$ cat src/rtl/boot_mode_pkg.sv
package boot_mode_pkg;

  // Stream positions of the decoded fields (the external source defines these)
  localparam int PAT_LSB   = 1;
  localparam int PAT_W     = 4;
  localparam int RAT_LSB   = 5;
  localparam int RAT_W     = 3;
  localparam int END_BIT   = 8;
  localparam int WM_LSB    = 9;
  localparam int TMR_BIT   = 11;
  localparam int BUS_BIT   = 12;
  localparam int DRV_LSB   = 13;
  localparam int DLY_LSB   = 15;
  localparam int DLY_W     = 3;
  localparam int RSV_A_BIT = 0;
  localparam int RSV_B_BIT = 18;
  localparam int FMUL_BIT  = 19;
  localparam int RSV_HI    = 20;
  localparam int MIN_LEN   = 27;

  localparam logic [3:0] PAT_MAX  = 4'd8;
  localparam logic [2:0] RAT_RSVD = 3'd7;

  typedef enum logic [1:0] {
    WM_LEGACY  = 2'b00,
    WM_RSVD    = 2'b01,
    WM_PIPE    = 2'b10,
    WM_REISSUE = 2'b11
  } wr_mode_e;

  typedef struct packed {
    logic [3:0] pattern;
    logic [3:0] mult;
    logic       big_endian;
    wr_mode_e   wr_mode;
    logic       timer_en;
    logic       bus32;
    logic [6:0] drive_pct;
    logic [2:0] dly;
    logic       fast_mul;
  } mode_fields_t;

endpackage

$ cat src/rtl/mode_clk_div.sv
module mode_clk_div #(
  parameter int CLK_DIV = 256
) (
  input  logic clk,
  input  logic rst_n,
  input  logic run,
  output logic tick,
  output logic mode_clk
);
  localparam int CW = (CLK_DIV > 2) ? $clog2(CLK_DIV) : 1;
  localparam logic [CW-1:0] LAST = CW'(CLK_DIV - 1);

  logic [CW-1:0] cnt_q, cnt_d;

  always_comb begin
    cnt_d = cnt_q;
    if (run) begin
      cnt_d = (cnt_q == LAST) ? '0 : cnt_q + 1'b1;
    end
  end

  always_ff @(posedge clk or negedge rst_n) begin
    if (!rst_n) begin
      cnt_q <= '0;
    end else if (run) begin
      cnt_q <= cnt_d;
    end
  end

  assign tick     = run && (cnt_q == LAST);
  assign mode_clk = cnt_q[CW-1];

endmodule

$ cat src/rtl/mode_shift_capture.sv
module mode_shift_capture #(
  parameter int STREAM_LEN = 256
) (
  input  logic                  clk,
  input  logic                  rst_n,
  input  logic                  tick,
  input  logic                  serial_in,
  output logic [STREAM_LEN-1:0] stream,
  output logic                  done
);
  localparam int NW = $clog2(STREAM_LEN + 1);
  localparam logic [NW-1:0] LAST_IDX = NW'(STREAM_LEN - 1);

  logic [STREAM_LEN-1:0] sr_q, sr_d;
  logic [NW-1:0]         n_q, n_d;
  logic                  done_q, done_d;
  logic                  shift_en;

  assign shift_en = tick && !done_q;

  always_comb begin
    sr_d   = {serial_in, sr_q[STREAM_LEN-1:1]};
    n_d    = n_q + 1'b1;
    done_d = (n_q == LAST_IDX);
  end

  always_ff @(posedge clk or negedge rst_n) begin
    if (!rst_n) begin
      sr_q   <= '0;
      n_q    <= '0;
      done_q <= 1'b0;
    end else if (shift_en) begin
      sr_q   <= sr_d;
      n_q    <= n_d;
      done_q <= done_d;
    end
  end

  assign stream = sr_q;
  assign done   = done_q;

endmodule

$ cat src/rtl/mode_field_decode.sv
module mode_field_decode
  import boot_mode_pkg::*;
#(
  parameter int STREAM_LEN = 256
) (
  input  logic [STREAM_LEN-1:0] stream,
  output mode_fields_t          fields,
  output logic                  illegal
);
  logic [PAT_W-1:0] pat;
  logic [RAT_W-1:0] ratio;
  logic [1:0]       wm;
  logic [1:0]       drv;
  logic             rsvd_set;

  always_comb begin
    pat   = stream[PAT_LSB +: PAT_W];
    ratio = stream[RAT_LSB +: RAT_W];
    wm    = stream[WM_LSB +: 2];
    drv   = stream[DRV_LSB +: 2];

    fields.pattern    = pat;
    fields.mult       = (ratio == RAT_RSVD) ? 4'd0 : ({1'b0, ratio} + 4'd2);
    fields.big_endian = stream[END_BIT];
    fields.wr_mode    = wr_mode_e'(wm);
    fields.timer_en   = !stream[TMR_BIT];
    fields.bus32      = stream[BUS_BIT];
    fields.dly        = stream[DLY_LSB +: DLY_W];
    fields.fast_mul   = !stream[FMUL_BIT];

    unique case (drv)
      2'b10:   fields.drive_pct = 7'd100;
      2'b11:   fields.drive_pct = 7'd83;
      2'b00:   fields.drive_pct = 7'd67;
      default: fields.drive_pct = 7'd50;
    endcase

    rsvd_set = stream[RSV_A_BIT] | stream[RSV_B_BIT] |
               (|stream[STREAM_LEN-1:RSV_HI]);
    illegal  = rsvd_set | (pat > PAT_MAX) | (ratio == RAT_RSVD) |
               (wm == WM_RSVD);
  end

endmodule

$ cat src/rtl/boot_mode_loader.sv
module boot_mode_loader
  import boot_mode_pkg::*;
#(
  parameter int STREAM_LEN = 256,
  parameter int CLK_DIV    = 256
) (
  input  logic       clk,
  input  logic       rst_n,
  input  logic       serial_in,
  output logic       mode_clk,
  output logic       done,
  output logic [3:0] pattern_code,
  output logic [3:0] clk_mult,
  output logic       big_endian,
  output logic [1:0] wr_mode,
  output logic       timer_irq_en,
  output logic       bus_32,
  output logic [6:0] drive_pct,
  output logic [2:0] addr_data_dly,
  output logic       fast_mult_en,
  output logic       mode_error
);
  logic [1:0]            rst_sync_q;
  logic                  live;
  logic                  tick;
  logic                  run;
  logic [STREAM_LEN-1:0] stream;
  mode_fields_t          fields;
  logic                  illegal;

  // reset asserts at once, releases two clocks later
  always_ff @(posedge clk or negedge rst_n) begin
    if (!rst_n) begin
      rst_sync_q <= 2'b00;
    end else begin
      rst_sync_q <= {rst_sync_q[0], 1'b1};
    end
  end

  assign live = rst_sync_q[1];
  assign run  = live && !done;

  mode_clk_div #(.CLK_DIV(CLK_DIV)) u_div (
    .clk      (clk),
    .rst_n    (rst_n),
    .run      (run),
    .tick     (tick),
    .mode_clk (mode_clk)
  );

  mode_shift_capture #(.STREAM_LEN(STREAM_LEN)) u_cap (
    .clk       (clk),
    .rst_n     (rst_n),
    .tick      (tick),
    .serial_in (serial_in),
    .stream    (stream),
    .done      (done)
  );

  mode_field_decode #(.STREAM_LEN(STREAM_LEN)) u_dec (
    .stream  (stream),
    .fields  (fields),
    .illegal (illegal)
  );

  assign pattern_code  = fields.pattern;
  assign clk_mult      = fields.mult;
  assign big_endian    = fields.big_endian;
  assign wr_mode       = fields.wr_mode;
  assign timer_irq_en  = fields.timer_en;
  assign bus_32        = fields.bus32;
  assign drive_pct     = fields.drive_pct;
  assign addr_data_dly = fields.dly;
  assign fast_mult_en  = fields.fast_mul;
  assign mode_error    = done && illegal;

endmodule

$ cat config.mk
export PLATFORM = sky130hd
export DESIGN_NAME = boot_mode_loader
export DESIGN_NICKNAME = d
export VERILOG_FILES = /design/src/rtl/boot_mode_pkg.sv /design/src/rtl/mode_clk_div.sv /design/src/rtl/mode_shift_capture.sv /design/src/rtl/mode_field_decode.sv /design/src/rtl/boot_mode_loader.sv
export SDC_FILE = /design/constraint.sdc
export NUM_CORES = 1
export LEC_CHECK = 0
export BUFFER_PORTS_ARGS = -buffer_cell sky130_fd_sc_hd__buf_2
export CAP_MARGIN = 5
export CORE_UTILIZATION = 55
export DETAILED_ROUTE_END_ITERATION = 16
export PLACE_DENSITY = 0.83
export SYNTH_ARGS = -nofsm -noshare
export SYNTH_HDL_FRONTEND = slang
export SYNTH_HIERARCHICAL = 1
export SYNTH_SLANG_ARGS = --single-unit
$ cat constraint.sdc
create_clock -name clk -period 5.19 [get_ports clk]
set_input_delay 0.7785 -clock clk [delete_from_list [all_inputs] [get_ports clk]]
set_output_delay 0.7785 -clock clk [all_outputs]
set_load 0.05 [all_outputs]
==> results of run 1 <==
## final cells by class
cell class	instances	area, sq um
Multi-Input combinational cell	918	3920
Clock inverter	7	125
Tap cell	270	338
Timing Repair Buffer	34	220
Sequential cell	276	6910
Inverter	11	41.3
Clock buffer	44	892
Fill cell	1643	7860
## cell usage after synthesis, types with 2 or more instances
cell and number:
xnor2_1 10, buf_2 16, nand3_1 6, nor2_1 3, nand2_1 778, buf_6 19
and2_1 2, dfrtp_1 276, conb_1 2, o21ai_0 3, inv_1 11, nor4_1 59
nor2b_1 2, ha_1 8, buf_4 35, nor4_2 3, nor3_1 2, nand4_1 20
## worst max-delay path, stage by stage, from the launching register on
cell	delay, ns
dfrtp_1	0.40
nor4_1	0.38
nand4_1	0.19
nor4_1	0.55
nand4_1	0.27
and2_2	0.28
buf_2	0.21
## path summary, 6_finish.rpt
kind | start | to | slack [ns] | cells after the start
worst min register to register | rst_sync_q[0] | rst_sync_q[1] | 0.36 | 0
max in group asynchronous | rst_n | u_cap/stream[241] | 3.77 | 2
worst min-delay path | rst_n | u_cap/stream[101] | 0.35 | 1
worst max-delay path | u_cap/stream[156] | mode_error | 1.60 | 6
min in group clk | rst_sync_q[0] | rst_sync_q[1] | 0.36 | 0
worst max register to register | u_cap/done | u_cap/stream[204] | 2.03 | 7
## report_power, final
part / switching (uW) / internal [uW] / total [uW]
Clock: 807 / 1330 / 2130
Sequential: 37.6 / 2180 / 2220
Combinational: 70.9 / 36.5 / 107
## routing by layer
metal  vias to the layer above  track usage
li1                       3992            -
met1                      3927        0.284
met2                       138        0.316
met3                        31       0.0278
met4                         0       0.0500
met5                         -            0
## flip-flops by register name (all words and copies together), names as in the netlist
signal and cells:
u_cap/done 1, u_cap/n_q 9, u_cap/stream 256, rst_sync_q 2, u_div/cnt_q 8
## stage by stage
step	cells	power [uW]	area (sq um)	utilization
floorplan	1276	2300	11400	-
global placement	1509	2360	11400	0.563
detailed placement	1509	2370	11400	0.563
CTS	1560	4500	12400	0.613
global route	1560	4600	12400	0.613
finish	1560	4460	12400	0.613
## kinds of logic (layout without fill, tap and decap cells)
family,count (synthesis),after routing,share of synthesized area
fa+ha+maj,8,8,0.00876
xor+xnor,11,11,0.00843
other cells,2,2,0.000657
flops,276,276,0.605
mux,1,1,0.000986
buf+inv,82,96,0.0537
simple gates,885,885,0.316
compound gates,11,11,0.00668
==> impl_metrics.json, run 1 <==
{
  "track_usage": 0.196,
  "final-setup-viol-count": 0,
  "grt_pass1_wl_um": 35500,
  "cts_tree": "yes",
  "portBuffers": 28,
  "layout_common_cells": "nand2_1 (778), dfrtp_1 (276), nor4_1 (59)",
  "dr.max_layer_used": "met4",
  "grt_max_degree": 255,
  "wl_met3_um": 670,
  "synth_top_area_frac": 0.605,
  "final.min_clock_period_ns": 3.59,
  "drtAntennaViolNets": 0,
  "required_ns": 4.41,
  "arrival_ns": 2.81,
  "coreArea_sq_um": 20300,
  "initial_core_util": 0.563,
  "power.density_nw_per_um2": 358,
  "relSlewSlack": 0.260,
  "max_clock_freq_mhz": 279,
  "drv_cap": 0,
  "cts_setup_buffers": 0,
  "seq_area_frac_synth": 0.605,
  "skew_ns": 0.0156,
  "numCtsBuffers": 28,
  "finalMaxSlewViolations": 0,
  "drive_above_1_share": 0.0713,
  "synthTopCellsByArea": "dfrtp_1 (60%), nand2_1 (26%), nor4_1 (3.2%)",
  "endpoint_kind": "primary output",
  "drtPass1Iterations": 5,
  "clkSinkCount": 276,
  "status": "completed",
  "viasPerCell": 5.18,
  "yosysWarnings": 6,
  "post-place-ws_ns": 2.07,
  "clk_pin_slew_ns": 0.06,
  "cts-root-buf": "clkbuf_16",
  "async_flop_share": 1.00,
  "clk_latency_ns": 0.53,
  "antenna_cells": 0,
  "path_class": "flip-flop to primary output",
  "die_area_sq_um": 21300,
  "syn-num-nets": 1287,
  "drt_wl_total_um": 20500,
  "vdd_drop_max_mv": 0.302,
  "final_common_cell": "nand2_1",
  "wl_per_cell_um": 13.1,
  "setup-tns-final_ns": 0,
  "cts-resized-gates": 0,
  "rsz0062_at_grt": "no",
  "nets": 1280,
  "netlist_instances": 1276,
  "fin_crit_sh": 0.692,
  "gp_congestion": 0.762,
  "clk_path_buf_depth": 3,
  "ys_dominant_reg_cell": "dfrtp_1",
  "antenna_found_initial": 0,
  "drc": 0,
  "syn_area_per_cell_sq_um": 8.95,
  "ios": 30,
  "synth_top_area_cell": "dfrtp_1",
  "cts.htree.levels": 1,
  "drt_iter0_drc": 602,
  "ys_ff_latch": 276,
  "wl_met1_um": 9680,
  "rows": 52,
  "die_h_um": 146,
  "postCtsHoldBufs": 0,
  "hold_path.class": "input pin to async pin",
  "whs_ns": 0.348,
  "synthDistinctLibCells": 39,
  "syn_to_final_growth_pct": 8.92,
  "hpwl_um": 11800,
  "final-hold-violation-count": 0,
  "power.leakage_uw": 0.00705,
  "worst_pin_slew_ns": 1.11,
  "startpoint_type": "flip-flop",
  "synth_edf_count": 0,
  "crit_path_max_fanout": 3,
  "fin_ws_ns": 1.60,
  "met2_length_um": 9780,
  "via_count": 8088,
  "synth_area_sq_um": 11400,
  "chipWidth_um": 146,
  "grt_pass1_vias": 7749,
  "grt_overflow": 0
}
Note: power is estimated with default switching activity, not from simulation.
==> run 2: changes to the inputs <==
==> constraint.sdc (replaced) <==
create_clock -name clk -period 3.5 [get_ports clk]
set_input_delay 0.525 -clock clk [delete_from_list [all_inputs] [get_ports clk]]
set_output_delay 0.525 -clock clk [all_outputs]
set_load 0.05 [all_outputs]
==> run 2 against run 1 <==
Effect of this change: flip-flop and latch count did not move; power rose by 41%; largest cell class unchanged; register-to-register slack lost 1.3 ns; worst setup slack got worse by 1.4 ns; final cell count about the same; utilization fell by 0.39 points; critical path type unchanged; global-route usage increased by 0.73 points; wire length increased by 2.7%; non-clock buffer count rose by 3; via count increased by 0.15%; clock skew up 0.0026 ns.
==> impl_metrics.json, run 2 (synthesized netlist as in run 1, its figures left out) <==
{
  "status": "completed",
  "setup-tns-final_ns": 0,
  "drt_iter0_drc": 597,
  "rows": 52,
  "fin_crit_sh": 0.951,
  "final.min_clock_period_ns": 3.33,
  "antenna_cells": 0,
  "cts.htree.levels": 1,
  "grt_max_degree": 220,
  "cts_tree": "yes",
  "worst_path_max_delay_cell": "nor4_1",
  "track_usage": 0.203,
  "die_area_sq_um": 21300,
  "cp_cell_sequence": "nor4_1 -> nand3_1 -> nor4_1 -> nand4_1 -> and2_2 -> buf_2",
  "skew_ns": 0.0182,
  "cts-resized-gates": 0,
  "vdd_drop_max_mv": 0.425,
  "grt_pass1_vias": 7722,
  "p_int_uw": 4950,
  "cts-root-buf": "clkbuf_16",
  "whs_ns": 0.0513,
  "initial_core_util": 0.563,
  "p_switching_uw": 1330,
  "worst_pin_slew_ns": 0.966,
  "numCtsBuffers": 27,
  "power_frac_comb": 0.026,
  "antenna_found_initial": 0,
  "layout_common_cells": "nand2_1 (778), dfrtp_1 (276), nor4_1 (59)",
  "ios": 30,
  "clk_path_buf_depth": 3,
  "finalMaxSlewViolations": 0,
  "nets": 1282,
  "power.leakage_uw": 0.00701,
  "endpoint_kind": "primary output",
  "syn_to_final_growth_pct": 8.23,
  "hpwl_um": 12200,
  "startpoint_type": "flip-flop",
  "clkPwrFrac": 0.450,
  "coreArea_sq_um": 20300,
  "post-route-util": 0.609,
  "clk_pin_slew_ns": 0.06,
  "hold_path.class": "input pin to async pin",
  "crit_path_frequent_cell": "nor4_1",
  "fin_total_pwr_uw": 6280,
  "relSlewSlack": 0.356,
  "final-hold-violation-count": 0,
  "drive_above_1_share": 0.0683,
  "fill_cells": 1685,
  "drtAntennaViolNets": 0,
  "chipWidth_um": 146,
  "largest_reg_flops": 256,
  "p_seq_frac": 0.524,
  "max_clock_freq_mhz": 300,
  "drc": 0,
  "gp_congestion": 0.766,
  "grt_overflow": 0,
  "crit_path_max_fanout": 3,
  "final-setup-viol-count": 0,
  "power.density_nw_per_um2": 508,
  "arrival_ns": 2.80,
  "final_common_cell": "nand2_1",
  "drt_wl_total_um": 21000,
  "grt_pass1_wl_um": 36600,
  "clkSinkCount": 276,
  "path_class": "flip-flop to primary output",
  "die_h_um": 146,
  "required_ns": 2.97,
  "power.share.switching": 0.212,
  "rsz0062_at_grt": "no",
  "drv_cap": 0,
  "postCtsHoldBufs": 0,
  "drtPass1Iterations": 5,
  "via_count": 8100,
  "wl_per_cell_um": 13.5,
  "critPathMaxStageDelay_ns": 0.47,
  "cts_setup_buffers": 0,
  "portBuffers": 28,
  "clk_latency_ns": 0.54,
  "viasPerCell": 5.20
}
-- run 2: worst paths after layout --
path	startpoint	to	depth (start not counted)	slack, ns
min in group clk	serial_in	u_cap/stream[255]	3	0.18
max in group asynchronous	rst_n	u_cap/stream[37]	2	2.57
min	rst_n	u_cap/stream[88]	1	0.05
max reg2reg	u_cap/done	u_cap/stream[49]	7	0.69
min reg2reg	rst_sync_q[0]	rst_sync_q[1]	0	0.35
max	u_cap/stream[214]	mode_error	6	0.17
-- run 2: layer usage --
metal | vias to the layer above | GRT usage | share of wire
li1 | 3992 | - | -
met1 | 3925 | 0.289 | 0.47
met2 | 152 | 0.336 | 0.48
met3 | 31 | 0.0253 | 0.035
met4 | 0 | 0.0505 | 0.020
met5 | - | 0 | 0
-- run 2: through the flow --
step           setup slack [ns]  std cells  instance area [sq um]
2_1_floorplan              1.28       1276                  11400
3_3_place_gp              0.631       1512                  11500
3_5_place_dp              0.704       1512                  11500
4_1_cts                   0.202       1559                  12400
5_1_grt                  0.0905       1559                  12400
6_report                  0.172       1559                  12400
-- run 2: power groups by stage --
stage,registers [uW],clock network (uW),logic [uW]
after floorplan,3330,0,80.6
final,3290,2830,162
after global placement,3340,0,160
after global routing,3290,3010,188
after CTS,3290,2890,169
after detailed placement,3340,0,168
-- run 2: cell type report --
cell class | instances | area, sq um | area share
flip-flops and latches | 276 | 6910 | 0.559
multi-input cells | 918 | 3920 | 0.317
clock buffers | 42 | 812 | 0.0657
well taps | 270 | 338 | 0.0273
repair buffers | 37 | 293 | 0.0237
clock inverters | 5 | 53.8 | 0.00435
inverters | 11 | 41.3 | 0.00334
-- run 2: worst max-delay path: cells and delay by family, from the launching register on --
family | cells | cell delay [ns]
buffers and inverters | 1 | 0.21
DFF | 1 | 0.40
and+or+nand+nor | 5 | 1.66
==> run 3: changes to the inputs <==
--- a/config.mk
+++ b/config.mk
@@ -9,6 +9,7 @@
 export CAP_MARGIN = 5
 export CORE_UTILIZATION = 55
 export DETAILED_ROUTE_END_ITERATION = 16
+export MAX_ROUTING_LAYER = met4
 export PLACE_DENSITY = 0.83
 export SYNTH_ARGS = -nofsm -noshare
 export SYNTH_HDL_FRONTEND = slang
==> run 3 against run 2 <==
Effect of this change: global-route usage rose by 0.66 points; first-iteration DRC count rose by 7.7%; die area did not move; flip-flop and latch count did not move; clock power barely moved; critical endpoint unchanged.
==> impl_metrics.json, run 3 (synthesized netlist as in run 1, its figures left out) <==
{
  "fill_cells": 1685,
  "rrSetupSlack_ns": 0.69,
  "drt_wl_total_um": 20900,
  "dp.cells": 1512,
  "drv_cap": 0,
  "initial_core_util": 0.563,
  "power.density_nw_per_um2": 507,
  "status": "completed",
  "endpoint_kind": "primary output",
  "arrival_ns": 2.81,
  "drive_above_1_share": 0.0683,
  "clkPwrFrac": 0.450,
  "grt_pass1_vias": 7710,
  "final-setup-viol-count": 0,
  "cts-root-buf": "clkbuf_16",
  "syn_to_final_growth_pct": 8.23,
  "worst_path_max_delay_cell": "nor4_1",
  "antenna_found_initial": 0,
  "viasPerCell": 5.21,
  "portBuffers": 28,
  "postCtsHoldBufs": 0,
  "hpwl_um": 12200,
  "cts_tree": "yes",
  "grt_overflow": 0,
  "post-route-util": 0.609,
  "r2r_start": "u_cap/done",
  "clkSinkCount": 276,
  "relSlewSlack": 0.305,
  "die_h_um": 146,
  "power.leakage_uw": 0.00701,
  "max_clock_freq_mhz": 300,
  "place_area_sq_um": 11500,
  "final-hold-violation-count": 0,
  "drtPass1Iterations": 4,
  "required_ns": 2.97,
  "final.min_clock_period_ns": 3.33,
  "whs_ns": 0.0518,
  "chipWidth_um": 146,
  "power.share.switching": 0.211,
  "numCtsBuffers": 27,
  "setup-tns-final_ns": 0,
  "gp_congestion": 0.776,
  "p_seq_frac": 0.524,
  "clk_path_buf_depth": 3,
  "reg2reg_depth": 7,
  "rr_endpoint": "u_cap/stream[147]",
  "largest_reg_flops": 256,
  "crit_path_frequent_cell": "nor4_1",
  "hold_path.class": "input pin to async pin",
  "cts-resized-gates": 0,
  "drc": 0,
  "fin_area_sq_um": 12400,
  "drtAntennaViolNets": 0,
  "cts.htree.levels": 1,
  "ios": 30,
  "crit_end": "mode_error",
  "path_class": "flip-flop to primary output",
  "cp_cell_sequence": "nor4_1 -> nand3_1 -> nor4_1 -> nand4_1 -> and2_2 -> buf_2",
  "grt_pass1_wl_um": 36700,
  "final_common_cell": "nand2_1",
  "cp-startpoint": "u_cap/stream[214]",
  "via_count": 8118,
  "worst_pin_slew_ns": 1.04,
  "track_usage": 0.210,
  "skew_ns": 0.0178,
  "p_int_uw": 4950,
  "rows": 52,
  "p_switching_uw": 1330,
  "die_area_sq_um": 21300,
  "layout_common_cells": "nand2_1 (778), dfrtp_1 (276), nor4_1 (59)",
  "wl_per_cell_um": 13.4,
  "cts_setup_buffers": 0,
  "rsz0062_at_grt": "no",
  "stdcell_count": 1559,
  "vdd_drop_max_mv": 0.424,
  "nets": 1282,
  "coreArea_sq_um": 20300,
  "crit_path_max_fanout": 3,
  "grt_max_degree": 220,
  "clk_pin_slew_ns": 0.06,
  "fin_crit_sh": 0.952,
  "antenna_cells": 0,
  "power_frac_comb": 0.026,
  "finalMaxSlewViolations": 0,
  "drt_iter0_drc": 643,
  "critPathMaxStageDelay_ns": 0.46,
  "startpoint_type": "flip-flop",
  "clk_latency_ns": 0.54
}
[run 3: cell counts in the layout (fill, tap and decap cells not counted)]
Identical to the previous run, type by type.
[run 3: critical path: cells and delay by family, from the launching register on]
| family | cells | cell delay, ns |
|---|---|---|
| and+or+nand+nor | 5 | 1.66 |
| DFF | 1 | 0.40 |
| buffers and inverters | 1 | 0.21 |
[run 3: area by class of cell]
class / instances / area [sq um] / area share
Multi-Input combinational cell: 918 / 3920 / 0.317
Timing Repair Buffer: 37 / 293 / 0.0237
Inverter: 11 / 41.3 / 0.00334
Clock inverter: 5 / 53.8 / 0.00435
Sequential cell: 276 / 6910 / 0.559
Clock buffer: 42 / 812 / 0.0657
Tap cell: 270 / 338 / 0.0273
[run 3: metrics by stage]
stage / power [uW] / setup WS, ns
after floorplan: 3410 / 1.28
after global placement: 3500 / 0.631
after detailed placement: 3510 / 0.704
after CTS: 6350 / 0.202
after global routing: 6500 / 0.0905
final: 6270 / 0.169
[run 3: layer usage]
| metal | share of wire | vias to the layer above | GRT usage |
|---|---|---|---|
| met2 | 0.48 | 142 | 0.334 |
| met1 | 0.47 | 3952 | 0.291 |
| met3 | 0.036 | 32 | 0.0253 |
| met5 | 0 | - | - |
| li1 | - | 3992 | - |
| met4 | 0.020 | 0 | 0.0505 |
[run 3: power groups by stage]
stage	Combinational [uW]	Sequential (uW)	Clock, uW
5_1_grt	189	3290	3010
4_1_cts	169	3290	2890
2_1_floorplan	80.6	3330	0
3_3_place_gp	160	3340	0
3_5_place_dp	168	3340	0
6_report	162	3290	2820
[run 3: worst min path at each step]
stage	endpoint	cells past startpoint	start	slack, ns
5_1_grt	u_cap/stream[87]	1	rst_n	0.13
3_3_place_gp	rst_sync_q[1]	0	rst_sync_q[0]	0.34
4_1_cts	u_cap/stream[119]	1	rst_n	0.10
3_5_place_dp	rst_sync_q[1]	0	rst_sync_q[0]	0.34
6_report	u_cap/stream[87]	1	rst_n	0.05
2_1_floorplan	rst_sync_q[0]	0	rst_n	0.23
